[src/rtl/mc_pkg.sv]
package mc_pkg;
  localparam int NLEG = 3;

  typedef enum logic [1:0] {
    LEG_OFF = 2'd0,
    LEG_HI  = 2'd1,
    LEG_LO  = 2'd2
  } leg_req_e;
endpackage

[src/rtl/mc_hall_decode.sv]
module mc_hall_decode (
  input  logic [2:0] hall_i,
  input  logic       fwd_i,
  output logic       valid_o,
  output logic [1:0] src_o,
  output logic [1:0] snk_o
);
  logic [2:0] code;

  // reverse rotation looks up the complemented sensor code
  assign code = fwd_i ? hall_i : ~hall_i;

  always_comb begin
    valid_o = 1'b1;
    src_o   = 2'd0;
    snk_o   = 2'd0;
    unique case (code)
      3'b101: begin src_o = 2'd1; snk_o = 2'd0; end
      3'b001: begin src_o = 2'd2; snk_o = 2'd0; end
      3'b011: begin src_o = 2'd2; snk_o = 2'd1; end
      3'b010: begin src_o = 2'd0; snk_o = 2'd1; end
      3'b110: begin src_o = 2'd0; snk_o = 2'd2; end
      3'b100: begin src_o = 2'd1; snk_o = 2'd2; end
      default: valid_o = 1'b0;
    endcase
  end
endmodule

[src/rtl/mc_pwm_gate.sv]
module mc_pwm_gate #(
  parameter int CW        = 8,
  parameter int BLANK_CYC = 15
) (
  input  logic          clk_i,
  input  logic          rst_ni,
  input  logic [CW-1:0] carrier_i,
  input  logic [CW-1:0] duty_i,
  input  logic          ilim_i,
  output logic          pwm_on_o
);
  localparam int BW = $clog2(BLANK_CYC + 2);
  localparam logic [BW-1:0] BLANK_END = BW'(BLANK_CYC);

  logic          cmd;
  logic [BW-1:0] blank_q;
  logic          trip_q;

  assign cmd = carrier_i < duty_i;

  always_ff @(posedge clk_i or negedge rst_ni) begin
    if (!rst_ni) begin
      blank_q <= '0;
      trip_q  <= 1'b0;
    end else if (!cmd) begin
      blank_q <= '0;
      trip_q  <= 1'b0;
    end else begin
      if (blank_q != BLANK_END) blank_q <= blank_q + 1'b1;
      if (ilim_i && blank_q == BLANK_END) trip_q <= 1'b1;
    end
  end

  assign pwm_on_o = cmd & ~trip_q;
endmodule

[src/rtl/mc_leg_drive.sv]
module mc_leg_drive
  import mc_pkg::*;
#(
  parameter int DEAD_CYC = 4
) (
  input  logic     clk_i,
  input  logic     rst_ni,
  input  leg_req_e req_i,
  output logic     hi_o,
  output logic     lo_o
);
  localparam int CNTW = $clog2(DEAD_CYC + 2);
  localparam logic [CNTW-1:0] DEAD_END = CNTW'(DEAD_CYC);

  logic            hi_q, lo_q, hi_d, lo_d;
  logic [CNTW-1:0] idle_q;
  logic            gap_ok;

  assign gap_ok = !hi_q && !lo_q && idle_q >= DEAD_END;

  always_comb begin
    hi_d = 1'b0;
    lo_d = 1'b0;
    case (req_i)
      LEG_HI:  hi_d = hi_q || gap_ok;
      LEG_LO:  lo_d = lo_q || gap_ok;
      default: ;
    endcase
  end

  always_ff @(posedge clk_i or negedge rst_ni) begin
    if (!rst_ni) begin
      hi_q   <= 1'b0;
      lo_q   <= 1'b0;
      idle_q <= DEAD_END;
    end else begin
      hi_q <= hi_d;
      lo_q <= lo_d;
      if (hi_d || lo_d)          idle_q <= '0;
      else if (idle_q != DEAD_END) idle_q <= idle_q + 1'b1;
    end
  end

  assign hi_o = hi_q;
  assign lo_o = lo_q;
endmodule

[src/rtl/motor_commutator.sv]
module motor_commutator
  import mc_pkg::*;
#(
  parameter int CW        = 8,
  parameter int DEAD_CYC  = 4,
  parameter int BLANK_CYC = 15
) (
  input  logic          clk_i,
  input  logic          rst_ni,
  input  logic [2:0]    hall_i,
  input  logic          fwd_i,
  input  logic          start_ni,
  input  logic          brake_ni,
  input  logic [CW-1:0] carrier_i,
  input  logic [CW-1:0] duty_i,
  input  logic          ilim_i,
  input  logic          prot_i,
  output logic [2:0]    hi_o,
  output logic [2:0]    lo_o
);
  logic       pwm_on;
  logic       hall_ok;
  logic [1:0] src_idx, snk_idx;

  mc_pwm_gate #(.CW(CW), .BLANK_CYC(BLANK_CYC)) u_pwm (
    .clk_i     (clk_i),
    .rst_ni    (rst_ni),
    .carrier_i (carrier_i),
    .duty_i    (duty_i),
    .ilim_i    (ilim_i),
    .pwm_on_o  (pwm_on)
  );

  mc_hall_decode u_dec (
    .hall_i  (hall_i),
    .fwd_i   (fwd_i),
    .valid_o (hall_ok),
    .src_o   (src_idx),
    .snk_o   (snk_idx)
  );

  for (genvar g = 0; g < NLEG; g++) begin : g_leg
    leg_req_e req;

    always_comb begin
      if (start_ni)                  req = brake_ni ? LEG_OFF : LEG_LO;
      else if (!hall_ok)             req = LEG_OFF;
      else if (snk_idx == 2'(g))     req = LEG_LO;
      else if (src_idx == 2'(g))     req = prot_i ? LEG_OFF : (pwm_on ? LEG_HI : LEG_LO);
      else                           req = LEG_OFF;
    end

    mc_leg_drive #(.DEAD_CYC(DEAD_CYC)) u_leg (
      .clk_i  (clk_i),
      .rst_ni (rst_ni),
      .req_i  (req),
      .hi_o   (hi_o[g]),
      .lo_o   (lo_o[g])
    );
  end
endmodule

[config.mk]
export PLATFORM = sky130hd
export DESIGN_NAME = motor_commutator
export DESIGN_NICKNAME = d
export VERILOG_FILES = /design/src/rtl/mc_pkg.sv /design/src/rtl/mc_hall_decode.sv /design/src/rtl/mc_pwm_gate.sv /design/src/rtl/mc_leg_drive.sv /design/src/rtl/motor_commutator.sv
export SDC_FILE = /design/constraint.sdc
export NUM_CORES = 1
export LEC_CHECK = 0
export BUFFER_PORTS_ARGS = -buffer_cell sky130_fd_sc_hd__buf_2
export CORE_MARGIN = 5
export CORE_UTILIZATION = 25
export DETAILED_ROUTE_END_ITERATION = 16
export PLACE_DENSITY = 0.49
export SLEW_MARGIN = 15
export SYNTH_ARGS = -nofsm -noshare
export SYNTH_HDL_FRONTEND = slang
export SYNTH_HIERARCHICAL = 1
export SYNTH_SLANG_ARGS = --single-unit
[constraint.sdc]
create_clock -name clk_i -period 4.94 [get_ports clk_i]
set_clock_uncertainty 0.2 [all_clocks]
set_input_delay 0 -clock clk_i [delete_from_list [all_inputs] [get_ports clk_i]]
set_output_delay 0 -clock clk_i [all_outputs]
set_load 0.02 [all_outputs]
## Yosys cells after proc, flatten, opt, wreduce, memory -nomap -nowiden

Cells that the tools add are included.

| storage, ports and cells | value |
|---|---|
| input bits | 26 |
| bits in registers | 21 |
| output and inout port bits | 6 |

| cells by class | value |
|---|---|
| mux-type cells | 35 |
| reductions and logical operators | 32 |
| magnitude comparators | 4 |
| add/sub/neg operators | 4 |
| eq/ne operators | 23 |
| bitwise operators | 3 |

Operators with widths:

| operator | count |
|---|---|
| 2-bit two-way mux | 15 |
| 3-bit two-way mux | 7 |
| 2-bit by 1-bit equality test with 1-bit output (second input constant) | 5 |
| 2-bit equality test (second input constant) | 5 |
| 5-bit two-way mux | 2 |
| 3-bit by 1-bit adder with 3-bit output (second input constant) | 3 |
| 3-bit equality test (second input constant) | 3 |
| 3-bit >= comparator (second input constant) | 3 |
| 1-bit logical OR | 9 |
| 1-bit two-way mux | 9 |
| 3-bit != test (second input constant) | 3 |
| 8-bit less-than comparator | 1 |
| 2-bit one-hot mux with 2 select lines | 2 |
| 2-bit OR reduction | 4 |
| 1-bit logical AND | 7 |
| 3-bit by 2-bit equality test with 1-bit output (second input constant) | 2 |
| 1-bit zero test | 6 |
| 2-bit nonzero test | 3 |
| 6-bit OR reduction | 1 |
| 5-bit by 1-bit adder with 5-bit output (second input constant) | 1 |
| 5-bit by 4-bit equality test with 1-bit output (second input constant) | 1 |
| 5-bit by 4-bit != test with 1-bit output (second input constant) | 1 |
| 2-bit zero test | 2 |
| 2-bit != test (second input constant) | 2 |
| 4 further kinds | 4 |

## Depth between registers and ports, before layout

Gate-level depths: netlist (run 1).

| logic depth | value |
|---|---|
| depth in word-level cells | 14 |
| gate-level depth with buffers | 10 |

## Modules after synthesis

Netlist (run 1), hierarchy kept.

Modules (own cells, without submodules):

| module | cells each | sequential area each (µm²) | area an instance (µm²) | times used |
|---|---|---|---|---|
| mc_leg_drive | 23 | 126.4 | 259.0 | 3 |
| mc_pwm_gate | 52 | 150.1 | 494.2 | 1 |
| motor_commutator | 16 | 0.0 | 151.4 | 1 |
| mc_hall_decode | 12 | 0.0 | 86.3 | 1 |

## Worst setup path after synthesis (run 1)

OpenSTA, ideal clock, no wires.

| timing path | value |
|---|---|
| path type | input-to-reg |
| from | input port duty_i[2] |
| to | register g_leg[0].u_leg.idle_q[0] |
| path buffers | 0 |
| data arrival time | 1894 ps |
| data required time | 4609 ps |
| slack | 2715 ps |
| stages | 10 |
| library setup time | 131 ps |
| cell sequence | inv_1 ha_1 a211oi_2 o21ai_2 a211oi_1 nor2_1 a221o_2 inv_1 o211a_4 nor3_1 |

| between the ends | value |
|---|---|
| longest elaborated chain between the ends | 12 |

Ends and longest elaborated chain:

| element | RTL line | source |
|---|---|---|
| start: declaration | motor_commutator.sv:15 | `input logic [CW-1:0] duty_i,` |
| 8-bit less-than comparator * | mc_pwm_gate.sv:19 | `assign cmd = carrier_i < duty_i;` |
| 1-bit bitwise AND * | mc_pwm_gate.sv:34 | `assign pwm_on_o = cmd & ~trip_q;` |
| named net pwm_on | motor_commutator.sv:21 | `logic pwm_on;` |
| 2-bit two-way mux * (3 in series) | motor_commutator.sv:49 | `else if (src_idx == 2'(g)) req = prot_i ? LEG_OFF : (pwm_on ? LEG_HI : LEG_LO);` |
| 2-bit two-way mux * | motor_commutator.sv:48 | `else if (snk_idx == 2'(g)) req = LEG_LO;` |
| 2-bit two-way mux * | motor_commutator.sv:47 | `else if (!hall_ok) req = LEG_OFF;` |
| 2-bit two-way mux * | motor_commutator.sv:46 | `if (start_ni) req = brake_ni ? LEG_OFF : LEG_LO;` |
| named net g_leg[0].req[1] | motor_commutator.sv:43 | `leg_req_e req;` |
| 2-bit by 1-bit equality test with 1-bit output * | mc_leg_drive.sv:24 | `case (req_i)` |
| 1-bit two-way mux * | mc_leg_drive.sv:24 |  |
| named net g_leg[0].u_leg.hi_d | mc_leg_drive.sv:15 | `logic hi_q, lo_q, hi_d, lo_d;` |
| 1-bit logical OR * | mc_leg_drive.sv:39 | `if (hi_d \|\| lo_d) idle_q <= '0;` |
| 3-bit two-way mux or 2-bit nonzero test (tied branches) | - |  |
| end signal: assignment | mc_leg_drive.sv:40 | `else if (idle_q != DEAD_END) idle_q <= idle_q + 1'b1;` |
| end: declaration | mc_leg_drive.sv:16 | `logic [CNTW-1:0] idle_q;` |

The timed path passes the listed nets; every way through them passes the cells marked *.
A chain may end at the register's enable or synchronous reset.

## Final worst setup path (run 1)

| timing path | value |
|---|---|
| from | input port carrier_i[2] |
| to | register g_leg[0].u_leg.idle_q[0] |

| between the ends | value |
|---|---|
| longest elaborated chain between the ends | 12 |

Ends and longest elaborated chain:

| element | RTL line | source |
|---|---|---|
| start: declaration | motor_commutator.sv:14 | `input logic [CW-1:0] carrier_i,` |
| 8-bit less-than comparator * | mc_pwm_gate.sv:19 |  |
| 1-bit bitwise AND * | mc_pwm_gate.sv:34 |  |
| named net pwm_on | motor_commutator.sv:21 |  |
| 2-bit two-way mux * (3 in series) | motor_commutator.sv:49 |  |
| 2-bit two-way mux * | motor_commutator.sv:48 |  |
| 2-bit two-way mux * | motor_commutator.sv:47 |  |
| 2-bit two-way mux * | motor_commutator.sv:46 |  |
| named net g_leg[0].req[1] | motor_commutator.sv:43 |  |
| 2-bit equality test * | mc_leg_drive.sv:24 |  |
| 1-bit two-way mux * | mc_leg_drive.sv:24 |  |
| named net g_leg[0].u_leg.lo_d | mc_leg_drive.sv:15 |  |
| 1-bit logical OR * | mc_leg_drive.sv:39 |  |
| 3-bit two-way mux or 2-bit nonzero test (tied branches) | - |  |

Marks and branches as above.

==> impl_metrics.toml, run 1 <==
[yosys]
syn-instance-count = 149
ys_types = 34
synth-xor-area-share = 0.0348
synth.net_count = 190
synth.mux.area_fraction = 0.0531
synth-edff-count = 0
ys_async_sr_fraction = 1.00
post_synth_and_or_nand_nor_area_fraction = 0.188
synth-seq-area-share = 0.351
synth.avg_cell_area_um2 = 10.1
netlist_area_um2 = 1510
yosys_most_used_dff = "sky130_fd_sc_hd__dfrtp_1"
ys_warnings = 6
synth-adder-area-share = 0.124
dominant_combinational_cell_family_by_area_after_synthesis = "simple AND/OR/NAND/NOR gates"
synth_seq_cells = 21
synth_compound_gate_area_share = 0.182

[run]
timing.max_cap.violations = 0

[placement]
gp_congestion = 0.726
place_worst_setup_slack_ns = 2.36
dpl.cell_count = 253
dp_hpwl_um = 2290
numPortBuffers = 31
placedInstanceArea_um2 = 1750

[finish]
final_util = 0.308
finish.instance_area_um2 = 1810
finalNonFillerCells = 259
drive_gt1_frac = 0.288
antenna-diode-count = 0
nets = 226
syn_to_final_growth_pct = 20.1

[sta]
worst_margin_slew_ns = 0.577
holdWs_ns = 0.0406
fin_crit_ns = 2.32
max_freq_mhz = 431
grt_setup_unrepaired = "no"
setup_viol = 0
max-slew-margin-rel = 0.613
report.final.hold_viol_count = 0
report.final.slew_viol_count = 0
finalWorstSetupSlack_ns = 2.62
setup-tns-final_ns = 0
layout_worst_path_cycle_share = 0.469

[critical_path]
worstPathCellList = "buf_2 -> ha_1 -> a211oi_2 -> o21ai_2 -> a211oi_1 -> nor2_1 -> a221o_2 -> inv_1 -> a211oi_2 -> nor3_1"
cpMostUsedCell = "sky130_fd_sc_hd__a211oi_2"
cp_top_family = "compound AO/OA/AOI/OAI gates"
nature_of_the_critical_path_startpoint = "input pin"
cp_data_required_time_ns = 4.90
worstSetupEndpointType = "flop"
critical-path-slowest-cell = "sky130_fd_sc_hd__a211oi_1"
maximum_fanout_encountered_on_the_critical_timing_path = 7
max_stage_delay_ns = 0.56
crit_arrival_ns = 2.28
path_buf_inv = 2
critical_path_class = "in2reg"

[pwr]
totalPowerFinal_mw = 0.655
power_frac_comb = 0.400
power.ir.vdd_worst_mv = 0.107
p_clk_frac = 0.166
power.density_cell_area_nw_per_um2 = 361
power_switching_share = 0.360
cellInternalPower_mw = 0.419
power_switching_mw = 0.236
p_seq_frac = 0.434
leakage_power_figure_nw = 0.900

[global_routing]
grt_antenna_before_repair = 0
global_route_wire_length_before_repair_um = 4750
grt_pass1_vias = 1095
grt_use_total = 0.0764
grt_start_max_net_pins = 22
grt_overflow_total = 0

[cts]
root_buffer = "sky130_fd_sc_hd__clkbuf_8"
ctsHtreeMaxLevel = 1
clk_pin_slew_worst_paths_ns = 0.07
tritoncts_clock_tree = "yes"
clkLatencyLatePin_ns = 0.25
cts.sink_count = 21
post_cts_buffers = 0
cts-root-to-sink-buffers = 2
cts-resized-gates = 0
tritoncts.num_buffers = 3
cts-hold-fix-buffers = 2

[drt]
route.detailed.drc = 0
drt_first_iter_violations = 38
detail_route.wirelength_um = 2770
via_count_normalized_by_instance_count = 4.39
dr_total_vias = 1138
drtPass1Iterations = 4
routed_wire_length_per_instance_um = 10.7
final_antenna_net_count = 0

[floorplan]
die_w_um = 87.7
rows = 28
die_y_um = 87.7
core_um2 = 5890
start_util = 0.256
io-pin-count = 32
fp.dieArea_um2 = 7690

[run_status]
status = "finished clean"

[worst_hold_path]
holdCritPathClass = "in2async"
==> flip-flops by register name, indices dropped and copies added (netlist names) <==
name and cells:
g_leg.u_leg/hi_o 3, g_leg.u_leg/idle_q 9, g_leg.u_leg/lo_o 3, u_pwm/blank_q 5, u_pwm/trip_q 1
==> layout by cell type, fill, tap and decap left out, types with 2 or more instances in the layout <==
master	count
sky130_fd_sc_hd__a211oi_1	6
sky130_fd_sc_hd__a211oi_2	5
sky130_fd_sc_hd__a21oi_1	4
sky130_fd_sc_hd__buf_2	31
sky130_fd_sc_hd__clkbuf_8	3
sky130_fd_sc_hd__dfrtp_1	18
sky130_fd_sc_hd__dfstp_2	3
sky130_fd_sc_hd__dlygate4sd3_1	2
sky130_fd_sc_hd__ha_1	15
sky130_fd_sc_hd__inv_1	24
sky130_fd_sc_hd__mux2i_1	8
sky130_fd_sc_hd__nand2_1	6
sky130_fd_sc_hd__nand2b_1	7
sky130_fd_sc_hd__nand3b_1	3
sky130_fd_sc_hd__nor2_1	4
sky130_fd_sc_hd__nor2b_1	5
sky130_fd_sc_hd__nor3_1	10
sky130_fd_sc_hd__o2111a_1	3
sky130_fd_sc_hd__o211a_4	3
sky130_fd_sc_hd__o21ai_0	3
sky130_fd_sc_hd__xnor2_1	4
sky130_fd_sc_hd__xor2_1	2
==> synth_stat cells, types with 2 or more instances <==
master	n	area (um^2)
sky130_fd_sc_hd__xnor2_1	4	35.0
sky130_fd_sc_hd__a211oi_2	5	62.6
sky130_fd_sc_hd__inv_1	24	90.1
sky130_fd_sc_hd__xor2_1	2	17.5
sky130_fd_sc_hd__ha_1	15	188
sky130_fd_sc_hd__nor2_1	4	15.0
sky130_fd_sc_hd__buf_2	2	10.0
sky130_fd_sc_hd__nand2_1	6	22.5
sky130_fd_sc_hd__nand2b_1	7	43.8
sky130_fd_sc_hd__nor2b_1	5	31.3
sky130_fd_sc_hd__nand3b_1	3	22.5
sky130_fd_sc_hd__a211oi_1	6	45.0
sky130_fd_sc_hd__o21ai_0	3	15.0
sky130_fd_sc_hd__a21oi_1	4	20.0
sky130_fd_sc_hd__dfrtp_1	18	450
sky130_fd_sc_hd__mux2i_1	8	80.1
sky130_fd_sc_hd__o2111a_1	3	33.8
sky130_fd_sc_hd__nor3_1	10	50.1
sky130_fd_sc_hd__dfstp_2	3	78.8
sky130_fd_sc_hd__o211a_4	3	52.6
==> path summary, 6_finish.rpt <==
path / from / endpoint / slack (ns) / cells past startpoint
worst max-delay path: carrier_i[2] / g_leg[0].u_leg/idle_q[0]$_DFFE_PN0P_ / 2.62 / 10
worst min-delay path: rst_ni / u_pwm/blank_q[4]$_DFFE_PN0P_ / 0.04 / 2
worst max register to register: u_pwm/trip_q$_DFFE_PN0P_ / g_leg[0].u_leg/idle_q[0]$_DFFE_PN0P_ / 2.87 / 6
worst min register to register: g_leg[0].u_leg/idle_q[2]$_DFFE_PN1P_ / g_leg[0].u_leg/idle_q[2]$_DFFE_PN1P_ / 0.39 / 2
max in group asynchronous: rst_ni / g_leg[1].u_leg/idle_q[2]$_DFFE_PN1P_ / 4.15 / 2
min in group clk_i: carrier_i[2] / u_pwm/blank_q[3]$_DFFE_PN0P_ / 0.08 / 5
==> per-layer routing <==
layer | GRT usage | vias to the layer above | routed length [um]
met4 | 0.0377 | 0 | 26
met2 | 0.120 | 30 | 1190
met3 | 0.0151 | 2 | 192
met1 | 0.0998 | 511 | 1360
li1 | - | 595 | -
met5 | 0 | - | 0
==> power by group through the flow <==
stage	Sequential [mW]	Combinational [mW]	Clock, mW
after floorplan	0.284	0.200	0
after global placement	0.288	0.262	0
after detailed placement	0.288	0.265	0
after CTS	0.285	0.269	0.114
after global routing	0.293	0.308	0.121
final	0.284	0.262	0.109
==> final cells by class <==
class	count	area (um^2)
flip-flops and latches	21	529
repair buffers	33	175
well taps	75	93.8
fillers	634	4070
multi-input cells	102	880
clock buffers	4	45.0
inverters	24	90.1
==> cell families (layout without fill, tap and decap cells) <==
| group | count (synthesis) | in the layout |
|---|---|---|
| flops | 21 | 21 |
| compound gates | 29 | 29 |
| buf+inv | 26 | 61 |
| xor+xnor | 6 | 6 |
| simple gates | 44 | 44 |
| fa+ha+maj | 15 | 15 |
| mux | 8 | 8 |
==> worst reg2reg max path, delay by kind of cell (launching register included) <==
family          cells  cell delay (ns)
compound gates      3             0.95
buf+inv             1             0.10
flops               1             0.39
simple gates        2             0.35
No activity file was read; power rests on OpenSTA's default activity.
==> run 2, diff against run 1 <==
ABC_AREA = 1   (was default)
clock period = 2.4 ns   (was 4.94 ns; I/O delays follow)
==> run 2 against run 1 <==
Against the previous run:
- register-to-register slack got worse by 2.3 ns
- worst setup slack got worse by 2.0 ns
- final cell count rose by 34%
- highest routed layer unchanged
- non-clock buffer count did not move
- power rose by 120%
==> impl_metrics.toml, run 2 <==
[sta]
fin_crit_ns = 1.80
setup_viol = 0
report.final.slew_viol_count = 0
finalWorstSetupSlack_ns = 0.605
grt_setup_unrepaired = "no"
setup-tns-final_ns = 0
layout_worst_path_cycle_share = 0.748
max-slew-margin-rel = 0.678
max_freq_mhz = 557
worst_margin_slew_ns = 0.483
holdWs_ns = 0.0338
report.final.hold_viol_count = 0

[drt]
via_count_normalized_by_instance_count = 3.90
final_antenna_net_count = 0
drt_first_iter_violations = 66
dr_total_vias = 1357
route.detailed.drc = 0
detail_route.wirelength_um = 2860
routed_wire_length_per_instance_um = 8.23
drtPass1Iterations = 4

[yosys]
synth-seq-area-share = 0.330
synth.net_count = 276
synth-edff-count = 0
post-synth-top-count-cell = "sky130_fd_sc_hd__nand2_1"
ys_warnings = 6
syn-instance-count = 235
post-synth-top-area-fraction = 0.281
ys_types = 21
ys_async_sr_fraction = 1.00
synth.avg_cell_area_um2 = 6.82
netlist_area_um2 = 1600
synthDominantAreaCellType = "sky130_fd_sc_hd__dfrtp_1"
synth_seq_cells = 21
yosys_most_used_dff = "sky130_fd_sc_hd__dfrtp_1"
post_synth_most_frequent_cells = "75 x sky130_fd_sc_hd__nand2_1, 52 x sky130_fd_sc_hd__inv_1, 29 x sky130_fd_sc_hd__nor2_1"
post_synth_main_area_contributors = "sky130_fd_sc_hd__dfrtp_1 28%, sky130_fd_sc_hd__nand2_1 18%, sky130_fd_sc_hd__inv_1 12%, sky130_fd_sc_hd__ha_1 12%, sky130_fd_sc_hd__nor2_1 6.8%"

[global_routing]
grt_antenna_before_repair = 0
grt_start_max_net_pins = 22
global_route_wire_length_before_repair_um = 5130
grt_overflow_total = 0
grt_pass1_vias = 1245
grt_use_total = 0.0739

[run_status]
status = "finished clean"

[critical_path]
crit_arrival_ns = 1.74
worstSetupEndpointType = "flop"
cp_top_family = "adder cells"
cp.depth = 7
max_stage_delay_ns = 0.42
cp_data_required_time_ns = 2.35
regToRegEndpoint = "u_pwm/blank_q[3]$_DFFE_PN0P_"
path_buf_inv = 1
worstPathCellList = "ha_1 -> and3_1 -> ha_1 -> inv_4 -> nand4_2 -> xor2_1 -> nor2_2"
nature_of_the_critical_path_startpoint = "flop"
reg2reg_from = "u_pwm/blank_q[0]$_DFFE_PN0P_"
critical_path_class = "reg2reg"
maximum_fanout_encountered_on_the_critical_timing_path = 6
reg2reg_setup_slack_ns = 0.60
timing.reg2reg.worst_path_depth = 7
critical-path-slowest-cell = "sky130_fd_sc_hd__dfrtp_1"
cpMostUsedCell = "sky130_fd_sc_hd__ha_1"

[placement]
numPortBuffers = 31
place_worst_setup_slack_ns = 0.420
gp_congestion = 0.775
dp_hpwl_um = 2380

[cts]
cts-resized-gates = 0
ctsHtreeMaxLevel = 1
cts.sink_count = 21
tritoncts.num_buffers = 3
clkLatencyLatePin_ns = 0.25
cts-root-to-sink-buffers = 2
root_buffer = "sky130_fd_sc_hd__clkbuf_8"
tritoncts_clock_tree = "yes"
clk_pin_slew_worst_paths_ns = 0.07

[floorplan]
die_w_um = 90.0
fp.dieArea_um2 = 8110
io-pin-count = 32
die_y_um = 90.0
start_util = 0.255
rows = 29
core_um2 = 6280

[finish]
most_frequent_standard_cell_in_the_layout_excluding_fill_and_tap_cells = "sky130_fd_sc_hd__nand2_1"
nets = 313
biggestRegsByFlops = "g_leg.u_leg/idle_q: 9 flops, u_pwm/blank_q: 5 flops"
final_util = 0.304
fill_cells = 696
largest_reg_flops = 9
mostFrequentLayoutCells = "75 x sky130_fd_sc_hd__nand2_1, 52 x sky130_fd_sc_hd__inv_1, 31 x sky130_fd_sc_hd__buf_2"
syn_to_final_growth_pct = 19.1
drive_gt1_frac = 0.229
antenna-diode-count = 0
max_flop_register = "g_leg.u_leg/idle_q"

[pwr]
power.ir.vdd_worst_mv = 0.256
totalPowerFinal_mw = 1.45
leakage_power_figure_nw = 1.18
power.density_cell_area_nw_per_um2 = 762

[run]
timing.max_cap.violations = 0

[worst_hold_path]
min-delay-start = "start_ni"
holdCritPathClass = "in2reg"
hold_depth = 8
holdPathEnd = "g_leg[0].u_leg/lo_o$_DFF_PN0_"
[run 2: final cells by class]
| class | instances | area, um^2 | share of cell area |
|---|---|---|---|
| timing repair buffer | 33 | 175 | 0.0919 |
| clock buffer | 4 | 45.0 | 0.0236 |
| tap | 77 | 96.3 | 0.0505 |
| multi-input combinational | 159 | 856 | 0.449 |
| sequential | 21 | 529 | 0.278 |
| inverter | 54 | 205 | 0.108 |
[run 2: kinds of logic (layout without fill, tap and decap cells)]
family | after synthesis | count (layout) | share of synthesized area
simple gates | 128 | 128 | 0.348
buf+inv | 55 | 91 | 0.135
flops | 21 | 21 | 0.330
fa+ha+maj | 15 | 15 | 0.117
compound gates | 9 | 9 | 0.0305
xor+xnor | 6 | 6 | 0.0328
mux | 1 | 1 | 0.00625
[run 2: metrics by stage]
stage | cells | cell area, um^2
5_1_grt | 348 | 1910
3_5_place_dp | 342 | 1840
4_1_cts | 348 | 1910
3_3_place_gp | 342 | 1840
6_report | 348 | 1910
2_1_floorplan | 235 | 1600
[run 2: worst max-delay path by stage]
stage                                      start                                   end  slack, ns
floorplan                              duty_i[7]  g_leg[1].u_leg/idle_q[0]$_DFFE_PN0P_       0.68
global placement                       duty_i[7]  g_leg[2].u_leg/idle_q[0]$_DFFE_PN0P_       0.43
detailed placement                     duty_i[7]  g_leg[2].u_leg/idle_q[0]$_DFFE_PN0P_       0.42
CTS                 u_pwm/blank_q[0]$_DFFE_PN0P_          u_pwm/blank_q[3]$_DFFE_PN0P_       0.59
global route        u_pwm/blank_q[0]$_DFFE_PN0P_          u_pwm/blank_q[3]$_DFFE_PN0P_       0.50
finish              u_pwm/blank_q[0]$_DFFE_PN0P_          u_pwm/blank_q[3]$_DFFE_PN0P_       0.60
[run 2: power by group]
part	leakage, nW	internal (mW)	total, mW	switching, mW
Clock	0.0228	0.118	0.229	0.111
Sequential	0.267	0.485	0.566	0.0818
Combinational	0.892	0.279	0.658	0.379
[run 2: tightest hold or removal path: stages]
cell and delay [ns]:
sky130_fd_sc_hd__buf_2 0.10, sky130_fd_sc_hd__nor2_2 0.06, sky130_fd_sc_hd__nand2_1 0.06, sky130_fd_sc_hd__nand2_1 0.05, sky130_fd_sc_hd__inv_1 0.05, sky130_fd_sc_hd__nor2_1 0.03
sky130_fd_sc_hd__nand2_1 0.07, sky130_fd_sc_hd__inv_1 0.04
[run 2: what timing repair did]
action / 4_1_cts / 5_1_grt
setup endpoints to repair: 0 / 0
hold buffers: 2 / 0
endpoints found under the hold margin: 22 / 0
setup buffers: 0 / 0
[run 2: routing by layer]
layer	vias up	global-route usage	share of wire
li1	756	-	-
met2	19	0.129	0.49
met1	580	0.0886	0.46
met3	2	0.0234	0.039
met4	0	0.0149	0.0052
met5	-	0	0
==> run 3, diff against run 2 <==
PLACE_DENSITY = 0.5   (was 0.49)
clock period = 1.6 ns   (was 2.4 ns; I/O delays follow)
==> run 3 against run 2 <==
Against the previous run:
- the flow now finishes with violations (setup timing)
- core utilization up 5.4 points
- critical path depth up 1
- highest routed layer unchanged
- power grew 63%
- register-to-register slack got worse by 0.62 ns
- via count grew 7.5%
- largest cell class unchanged
- clock power is 55% higher
- hold slack improved by 0.0050 ns
- non-clock buffer count increased by 14
- final cell count is 4.0% higher
- sequential cell count unchanged
- first-iteration DRC count shrank 42%
==> impl_metrics.toml, run 3 (synthesized netlist as in run 2, its figures left out) <==
[run_status]
status = "complete, but fails checks"
violated_checks = "setup timing"

[pwr]
p_seq_frac = 0.357
power_frac_comb = 0.493
leakage_power_figure_nw = 1.24
power.density_cell_area_nw_per_um2 = 1060
cellInternalPower_mw = 1.42
power.ir.vdd_worst_mv = 0.668
p_clk_frac = 0.149
power_switching_mw = 0.959
power_switching_share = 0.404

[placement]
dp_hpwl_um = 2540
gp_congestion = 0.736
numPortBuffers = 31
placedInstanceArea_um2 = 2030

[sta]
report.final.hold_viol_count = 0
setup_viol = 3
max_freq_mhz = 621
worst_margin_slew_ns = 0.528
report.final.slew_viol_count = 0
finalWorstSetupSlack_ns = -0.0113
layout_worst_path_cycle_share = 1.01
fin_crit_ns = 1.61
max-slew-margin-rel = 0.648
grt_setup_unrepaired = "yes"

[finish]
most_frequent_standard_cell_in_the_layout_excluding_fill_and_tap_cells = "sky130_fd_sc_hd__nand2_1"
drive_gt1_frac = 0.418
fill_cells = 677
finish.instance_area_um2 = 2250
biggestRegsByFlops = "g_leg.u_leg/idle_q: 9 flops, u_pwm/blank_q: 5 flops"
largest_reg_flops = 9
final_util = 0.358
antenna-diode-count = 0
mostFrequentLayoutCells = "66 x sky130_fd_sc_hd__nand2_1, 42 x sky130_fd_sc_hd__inv_1, 27 x sky130_fd_sc_hd__buf_2"
max_flop_register = "g_leg.u_leg/idle_q"
syn_to_final_growth_pct = 40.2
nets = 327

[drt]
drt_first_iter_violations = 38
final_antenna_net_count = 0
via_count_normalized_by_instance_count = 4.03
detail_route.wirelength_um = 3270
drtPass1Iterations = 5
route.detailed.drc = 0
dr_total_vias = 1459
routed_wire_length_per_instance_um = 9.04

[cts]
cts.sink_count = 21
clk_pin_slew_worst_paths_ns = 0.08
clkLatencyLatePin_ns = 0.27
ctsHtreeMaxLevel = 1
cts-root-to-sink-buffers = 2
tritoncts.num_buffers = 3
tritoncts_clock_tree = "yes"
root_buffer = "sky130_fd_sc_hd__clkbuf_8"

[critical_path]
crit_arrival_ns = 1.58
nature_of_the_critical_path_startpoint = "flop"
worstPathCellList = "nor2_4 -> nand3b_1 -> nor2_2 -> inv_1 -> nor2_1 -> nand2_1 -> nand2_2 -> nor2_2"
max_stage_delay_ns = 0.41
worstSetupEndpointType = "flop"
cp_data_required_time_ns = 1.57
maximum_fanout_encountered_on_the_critical_timing_path = 3
cpMostUsedCell = "sky130_fd_sc_hd__nor2_2"
critical_path_class = "reg2reg"
critical-path-slowest-cell = "sky130_fd_sc_hd__dfrtp_1"

[floorplan]
io-pin-count = 32
core_um2 = 6280
fp.dieArea_um2 = 8110
rows = 29
die_y_um = 90.0
start_util = 0.255
die_w_um = 90.0

[global_routing]
grt_antenna_before_repair = 0
global_route_wire_length_before_repair_um = 5610
grt_pass1_vias = 1343
grt_start_max_net_pins = 22
grt_overflow_total = 0
grt_use_total = 0.0814

[run]
timing.max_cap.violations = 0

[worst_hold_path]
holdCritPathClass = "in2async"
==> run 3: power groups by stage <==
stage / logic (mW) / clock network, mW / registers, mW
after floorplan: 0.817 / 0 / 0.855
after global placement: 1.07 / 0 / 0.852
after detailed placement: 1.09 / 0 / 0.858
after CTS: 1.11 / 0.376 / 0.846
after global routing: 1.37 / 0.397 / 0.880
final: 1.17 / 0.354 / 0.849
==> run 3: per-stage QoR <==
stage / instances / power (mW) / hold slack [ns] / setup WS, ns / TNS, ns
floorplan: 235 / 1.67 / -0.496 / -0.0559 / -0.230
detailed placement: 351 / 1.95 / -0.201 / -0.336 / -3.81
finish: 362 / 2.37 / 0.0389 / -0.0113 / -0.0182
CTS: 357 / 2.33 / 0.0299 / -0.00242 / -0.00242
global placement: 351 / 1.92 / -0.202 / -0.329 / -3.63
global route: 362 / 2.65 / 0.0785 / -0.0988 / -0.580
==> run 3: area by class of cell <==
type                            instances  area (um^2)  area share
Multi-Input combinational cell        159         1040       0.464
Sequential cell                        21          529       0.236
Tap cell                               77         96.3      0.0429
Clock inverter                          1         5.00     0.00223
Clock buffer                            3         41.3      0.0184
Inverter                               54          223      0.0992
Timing Repair Buffer                   47          309       0.138
==> run 3: routing by layer <==
metal / up-vias / routed length, um / GRT usage
met5: - / 0 / 0
met4: 0 / 15 / 0.0186
met3: 3 / 122 / 0.0259
met2: 23 / 1690 / 0.135
met1: 651 / 1450 / 0.103
li1: 782 / - / -
==> run 3: worst paths after layout <==
| path | from | end | slack (ns) | cells past startpoint |
|---|---|---|---|---|
| hold / removal | rst_ni | g_leg[0].u_leg/lo_o$_DFF_PN0_ | 0.04 | 2 |
| min in group clk_i | brake_ni | g_leg[0].u_leg/lo_o$_DFF_PN0_ | 0.10 | 8 |
| setup reg to reg | u_pwm/trip_q$_DFFE_PN0P_ | g_leg[2].u_leg/idle_q[0]$_DFFE_PN0P_ | -0.01 | 8 |
| max in group asynchronous | rst_ni | g_leg[1].u_leg/idle_q[2]$_DFFE_PN1P_ | 0.79 | 2 |
| hold reg to reg | u_pwm/blank_q[4]$_DFFE_PN0P_ | u_pwm/blank_q[4]$_DFFE_PN0P_ | 0.36 | 2 |
| setup / recovery | u_pwm/trip_q$_DFFE_PN0P_ | g_leg[2].u_leg/idle_q[0]$_DFFE_PN0P_ | -0.01 | 8 |
==> run 3: timing repair <==
item | CTS | global route
pin swaps | 1 | 23
buffers inserted | 0 | 5
gates resized for setup | 2 | 29
hold endpoints to repair | 22 | 0
hold buffers | 2 | 0
endpoints found under the setup margin | 6 | 16
==> run 3: critical path: cells and delay by family (launching register included) <==
kind                   cells  cell delay, ns
flip-flops                 1            0.41
AND/OR/NAND/NOR            7            0.85
buffers and inverters      1            0.06
